`config.mk`:
```
export PLATFORM = sky130hd
export DESIGN_NAME = freq_lock_detect
export DESIGN_NICKNAME = d
export VERILOG_FILES = /design/src/rtl/flk_pkg.sv /design/src/rtl/flk_ref_window.sv /design/src/rtl/flk_rec_count.sv /design/src/rtl/flk_offset.sv /design/src/rtl/flk_lock_fsm.sv /design/src/rtl/freq_lock_detect.sv
export SDC_FILE = /design/constraint.sdc
export NUM_CORES = 1
export LEC_CHECK = 0
export ABC_AREA = 1
export BUFFER_PORTS_ARGS = -buffer_cell sky130_fd_sc_hd__buf_2
export CORE_ASPECT_RATIO = 1.1
export CORE_MARGIN = 5
export CORE_UTILIZATION = 35
export CTS_BUF_LIST = sky130_fd_sc_hd__clkbuf_16
export DETAILED_ROUTE_END_ITERATION = 10
export PLACE_DENSITY_LB_ADDON = 0.15
export SLEW_MARGIN = 0
export SYNTH_ARGS = -nofsm -noshare
export SYNTH_HDL_FRONTEND = slang
export SYNTH_SLANG_ARGS = --single-unit
```
`constraint.sdc`:
```
create_clock -name clk -period 3.1 [get_ports clk]
set_input_delay 0.465 -clock clk [delete_from_list [all_inputs] [get_ports clk]]
set_output_delay 0.465 -clock clk [all_outputs]
set_load 0.02 [all_outputs]
```
`src/rtl/flk_pkg.sv`:
```
// Shared types for the frequency lock detector.
// Assumes nothing beyond IEEE 1800-2017 synthesis support.
package flk_pkg;
    typedef enum logic {
        ST_REFERENCE = 1'b0,
        ST_TRACKING  = 1'b1
    } lock_state_e;
endpackage

```
`src/rtl/flk_ref_window.sv`:
```
// Counts reference pulses and flags the pulse that closes each window of
// 2^WIN_LOG2 pulses. The counter wraps by itself, so every window has
// the same length. Assumes ref_tick is at most one cycle wide per event.
module flk_ref_window #(
    parameter int WIN_LOG2 = 14
) (
    input  logic clk,
    input  logic rst_n,
    input  logic ref_tick,
    output logic win_done
);
    logic [WIN_LOG2-1:0] ref_cnt;

    // Closing pulse: the last reference event of the window.
    assign win_done = ref_tick && (&ref_cnt);

    // Advance the reference count; reset restarts the window.
    always_ff @(posedge clk) begin
        if (!rst_n) begin
            ref_cnt <= '0;
        end else if (ref_tick) begin
            ref_cnt <= ref_cnt + 1'b1;
        end
    end
endmodule

```
`src/rtl/flk_rec_count.sv`:
```
// Counts recovered-clock pulses within the current window. It presents the
// running total, including a pulse in the present cycle, and clears the
// count when the window closes. The count saturates instead of wrapping.
module flk_rec_count #(
    parameter int CW = 16
) (
    input  logic          clk,
    input  logic          rst_n,
    input  logic          rec_tick,
    input  logic          win_done,
    output logic [CW-1:0] total
);
    localparam logic [CW-1:0] CNT_MAX = '1;

    logic [CW-1:0] rec_cnt;

    // Running total with this cycle's pulse folded in, held at full scale.
    always_comb begin
        if (rec_tick && (rec_cnt != CNT_MAX)) begin
            total = rec_cnt + 1'b1;
        end else begin
            total = rec_cnt;
        end
    end

    // Keep the running total; restart it when the window closes.
    always_ff @(posedge clk) begin
        if (!rst_n || win_done) begin
            rec_cnt <= '0;
        end else begin
            rec_cnt <= total;
        end
    end
endmodule

```
`src/rtl/flk_offset.sv`:
```
// Computes the absolute distance, in counts, between the recovered total
// and the nominal window length 2^WIN_LOG2. This is pure combinational logic.
module flk_offset #(
    parameter int WIN_LOG2 = 14,
    parameter int CW       = 16
) (
    input  logic [CW-1:0] total,
    output logic [CW-1:0] offset
);
    localparam logic [CW-1:0] NOMINAL = CW'(1) << WIN_LOG2;

    // Subtract in whichever direction keeps the result non-negative.
    always_comb begin
        if (total >= NOMINAL) begin
            offset = total - NOMINAL;
        end else begin
            offset = NOMINAL - total;
        end
    end
endmodule

```
`src/rtl/flk_lock_fsm.sv`:
```
// Two-state lock decision with hysteresis. It is evaluated only when a
// window closes. Each state has its own threshold pair, and an offset that
// falls inside a pair's band keeps the present state. Low run_ok forces
// the reference state in every cycle.
module flk_lock_fsm
    import flk_pkg::*;
#(
    parameter int CW         = 16,
    parameter int LOCK_KEEP  = 8,
    parameter int LOCK_DROP  = 12,
    parameter int ACQ_GAIN   = 4,
    parameter int ACQ_REJECT = 6
) (
    input  logic          clk,
    input  logic          rst_n,
    input  logic          win_done,
    input  logic          run_ok,
    input  logic [CW-1:0] offset,
    output logic          locked
);
    localparam logic [CW-1:0] KEEP_C   = CW'(LOCK_KEEP);
    localparam logic [CW-1:0] DROP_C   = CW'(LOCK_DROP);
    localparam logic [CW-1:0] GAIN_C   = CW'(ACQ_GAIN);
    localparam logic [CW-1:0] REJECT_C = CW'(ACQ_REJECT);

    lock_state_e state_q;
    lock_state_e state_d;

    // Next state from the present state, the offset and the gate.
    always_comb begin
        state_d = state_q;
        if (win_done) begin
            case (state_q)
                ST_TRACKING: begin
                    if (offset < KEEP_C) begin
                        state_d = ST_TRACKING;
                    end else if (offset > DROP_C) begin
                        state_d = ST_REFERENCE;
                    end
                end
                default: begin
                    if (offset < GAIN_C) begin
                        state_d = ST_TRACKING;
                    end else if (offset > REJECT_C) begin
                        state_d = ST_REFERENCE;
                    end
                end
            endcase
        end
        if (!run_ok) begin
            state_d = ST_REFERENCE;
        end
    end

    // State register; reset selects the reference clock.
    always_ff @(posedge clk) begin
        if (!rst_n) begin
            state_q <= ST_REFERENCE;
        end else begin
            state_q <= state_d;
        end
    end

    assign locked = (state_q == ST_TRACKING);
endmodule

```
`src/rtl/freq_lock_detect.sv`:
```
// Top level of the frequency lock detector. It measures the recovered pulse
// count over a window of 2^WIN_LOG2 reference pulses and updates a
// hysteretic lock flag at each window end. Assumes both pulse streams are
// synchronous to clk and never more than one cycle wide per event.
module freq_lock_detect #(
    parameter int WIN_LOG2   = 14,
    parameter int LOCK_KEEP  = 8,
    parameter int LOCK_DROP  = 12,
    parameter int ACQ_GAIN   = 4,
    parameter int ACQ_REJECT = 6
) (
    input  logic clk,
    input  logic rst_n,
    input  logic ref_tick,
    input  logic rec_tick,
    input  logic run_ok,
    output logic locked
);
    localparam int CW = WIN_LOG2 + 2;

    logic          win_done;
    logic [CW-1:0] rec_total;
    logic [CW-1:0] offset;

    flk_ref_window #(.WIN_LOG2(WIN_LOG2)) u_window (
        .clk      (clk),
        .rst_n    (rst_n),
        .ref_tick (ref_tick),
        .win_done (win_done)
    );

    flk_rec_count #(.CW(CW)) u_rec (
        .clk      (clk),
        .rst_n    (rst_n),
        .rec_tick (rec_tick),
        .win_done (win_done),
        .total    (rec_total)
    );

    flk_offset #(.WIN_LOG2(WIN_LOG2), .CW(CW)) u_offset (
        .total  (rec_total),
        .offset (offset)
    );

    flk_lock_fsm #(
        .CW         (CW),
        .LOCK_KEEP  (LOCK_KEEP),
        .LOCK_DROP  (LOCK_DROP),
        .ACQ_GAIN   (ACQ_GAIN),
        .ACQ_REJECT (ACQ_REJECT)
    ) u_fsm (
        .clk      (clk),
        .rst_n    (rst_n),
        .win_done (win_done),
        .run_ok   (run_ok),
        .offset   (offset),
        .locked   (locked)
    );
endmodule

```
==> results.md <==
- In this run the static leakage power is 0.00130 uW.
- Across the VDD grid, the largest voltage drop is 0.000288 V.
- The growth of design area from synthesis to finish is 14.9%.
- Counting flops with an async set or reset pin after synthesis yields a share of 0%.
- Counting flops with a built-in enable in the synthesized netlist gives 0.
- Counting every net in the synthesized netlist gives 407.
- From left edge to right edge, the die measures 88.3 microns.
- The post-route cell area is 2710 sq um.
- The minimum setup slack among reg-to-reg paths is 0.30 ns.
- The mux share of post-synthesis cell area is 0%.
- The count of final hold-check violations came to 0.
- The final clock period utilization by the worst path is 90.3%.
- After synthesis, the largest family of logic cells by area is simple AND/OR/NAND/NOR gates.
- Summed over all nets, wire length on met3 after detailed routing comes to 122 microns.
- Summing the areas of all fa, ha and maj instances in the mapped netlist gives 1.59% of the synthesized area.
- The final standard cell count with taps included and fillers excluded is 498.
- The end-of-flow core utilization is 41.2%.
- The simple-gate portion of the synthesized area is 53.3%.
- The number of inserted filler cells in the final layout is 742.
- The number of max-capacitance violations reported is 0.
- For this block, the via count after detailed routing is 2350.
- The count of unresolved DRC violations after routing is 0.
- The ratio of cells with drive above 1 in the final layout is 16.1%.
- The area inside the core boundary is 6590 sq um.
- The post-synthesis instance total is 399.
- The number of top-level pins is 6.
- The CTS buffer count is 5.
- The worst slew margin relative to its limit is 63.9%.
- After clock tree synthesis, the clock-pin slew on the worst setup and hold paths is 0.05 ns.
- Data on the critical path is required at its endpoint by 3.32 ns.
- The first-pass iteration count of the detailed router is 4.
- At the pin with the least slew margin, the transition time is 0.541 ns.
- The number of input and output port buffers inserted is 5.
- The complex-gate fraction of the synthesized area is 6.30%.
- The path type of the worst setup path is flip-flop to flip-flop.
- The count of distinct cell types in the synthesized netlist is 34.
- The clock latency of the later-clocked register in the worst-skew pair is 0.28 ns.
- Entering global routing, the biggest net connects 26 pins.
- The total number of yosys warnings is 0.
- The cell area power density is 359 nW/um^2.
- Leaving out fill and tap cells, the most frequent cell in the layout is nand2_1.
- The critical path launch point type is a flip-flop.
- The buffer depth of the longest clock path is 2.
- The top routing layer in use is met4.
- In the final routing, the length of wire on met1 measures 2.77 mm.
- Each instance of the synthesized netlist takes up on average 5.92 sq um.
- The count of pins over their slew limit is 0.
- The detailed-routed wire length on met2 is 2.94 mm.
- For this configuration, the core starts out at a cell density of 35.8%.
- The floorplan row count is 31.
- The final RePlAce weighted congestion is 0.836.
- The post-synth design cell area is 2360 sq um.
- The final layout contains 424 nets.
- The area of the multi-input gates is 1520 sq um.
- Among all flip-flop cells after synthesis, the most frequent one is dfxtp_1.
- The count of nets left with antenna violations once routing finished came out at 0.
- For this block, the initial DRC count from the detailed router was 131.
- Global routing finished with a remaining overflow of 0.
- The global-route usage over all layers is 15.3%.
- The number of vias per cell is 4.72.
- The largest driver fanout on the critical path is 13.
- The flow ran to the end, and the final reports show no timing, DRC or antenna violations.
- In the layout the commonest cells are 132 x nand2_1, 57 x nor2_1, 43 x inv_1.
- In this run, placement finished with an instance count of 486.
- Synthesis inferred 31 register bits.
- After clock tree synthesis, the flow added hold-fix buffers numbering 0.
- The wire length of the first global-routing pass is 10.2 mm.
- In the final layout, flip-flops and latches occupy 624 sq um.
- Once detailed placement completed, the half-perimeter wirelength came to 4.65 mm.
- The kind of path behind the tightest hold check is input pin to flip-flop.
- The worst path in the final design needs a cycle of 2.80 ns, including I/O delays and setup.
- The tree is rooted in a clkbuf_16.
- The number of global-route vias before repair is 2210.
- Clock tree synthesis found a total of 31 sinks.
- Sequential cells were found to cover 26.3% of the synthesized design area.
- The number of antenna violations at the first check in global routing is 0.
- The CTS tree is yes.
- For the worst setup path, the data arrival time is 3.01 ns.
- In the final routed layout, each cell accounts on average for 11.8 microns.
- The number of antenna cells inserted is 0.
- The vertical die dimension is 96.2 microns.
- Static timing analysis puts the maximum clock frequency at 357 MHz.
- Of the total synthesized cell area, the portion taken by XOR and XNOR cells is 2.60%.
- The final layout contains routed wiring with a total length of 5.89 mm.
- The total number of H-tree levels is 2.
- For the final database, setup skew stands at 0.00579 ns.
- The worst setup path is captured at a flip-flop.
- The total die area is 8490 sq um.
- Setup violations remaining at the end of the flow were counted as 0.
- The cell area after placement is 2510 sq um.
-- metrics by stage --
| stage | TNS, ns | worst slack, ns | hold slack (ns) | power, uW |
|---|---|---|---|---|
| after global placement | 0 | 0.283 | 0.467 | 529 |
| after detailed placement | 0 | 0.177 | 0.464 | 529 |
| final | 0 | 0.301 | 0.411 | 974 |
| after global routing | -0.0395 | -0.0395 | 0.431 | 1020 |
| after CTS | 0 | 0.176 | 0.411 | 985 |
| after floorplan | 0 | 0.170 | 0.452 | 504 |
-- per-layer routing --
metal	track usage, %	vias to the layer above
li1	-	1287
met1	19.5	1040
met2	27.1	18
met3	2.14	5
met4	3.15	0
met5	0	-
-- critical path: stages, from the launching register on --
cell and delay, ns:
dfxtp_1 0.35, ha_2 0.19, inv_2 0.06, nor2_8 0.13, nand2_2 0.09, nor2_2 0.14, nand2_2 0.08, nor3_1 0.13
nand4_1 0.16, xor2_1 0.27, ha_2 0.26, buf_12 0.14, inv_1 0.04, o211ai_1 0.16, nand2_1 0.07, nor2_1 0.10
nand3_1 0.07, nor2_1 0.09, nand3_1 0.09, a21oi_2 0.12
-- flip-flops by register name (all words and copies together), names as in the netlist --
register          cells
u_window.ref_cnt     14
u_fsm.locked          1
u_rec.rec_cnt        16
-- area by class of cell --
class / count / area share (%)
Multi-Input combinational cell: 311 / 55.9
Sequential cell: 31 / 23.0
Inverter: 49 / 6.78
Timing Repair Buffer: 18 / 5.62
Clock buffer: 5 / 4.61
Tap cell: 82 / 3.78
Clock inverter: 2 / 0.323
-- what timing repair did --
action | in CTS | in global routing
resized for setup | 0 | 7
setup buffers | 0 | 4
endpoints found under the setup margin | 0 | 1
-- report_power, final --
group / internal [uW] / total, uW / switching (uW) / leakage, uW
combinational: 36.6 / 110 / 73.2 / 0.000979
clock: 288 / 453 / 165 / 0.0000671
sequential: 406 / 411 / 5.66 / 0.000252
-- path summary, 6_finish.rpt --
kind                                             end           startpoint  cells after the start
worst min-delay path             u_window.ref_cnt[0]             ref_tick                      2
worst min register to register  u_window.ref_cnt[10]  u_window.ref_cnt[9]                      2
worst max-delay path                    u_fsm.locked     u_rec.rec_cnt[1]                     19
worst max register to register          u_fsm.locked     u_rec.rec_cnt[1]                     19
-- kinds of logic (layout without fill, tap and decap cells) --
group	after synthesis	count (layout)
buffers and inverters	57	74
flip-flops	31	31
AO/OA/AOI/OAI	26	26
XOR/XNOR	7	7
adder cells (fa/ha/maj)	3	3
AND/OR/NAND/NOR	275	275
-- synth_stat cells, types with 3 or more instances --
master / count / area [sq um]
nor2_1: 57 / 214
nand2_4: 3 / 33.8
nor3_1: 11 / 55.1
a21oi_1: 11 / 55.1
inv_1: 43 / 161
o21ai_0: 9 / 45.0
dfxtp_1: 31 / 621
inv_2: 6 / 22.5
nand3_1: 35 / 175
nand4_1: 7 / 43.8
nor2_2: 4 / 25.0
nand2_2: 11 / 68.8
nand2_1: 134 / 503
ha_1: 3 / 37.5
xor2_1: 5 / 43.8
No activity file was read; power rests on OpenSTA's default activity.
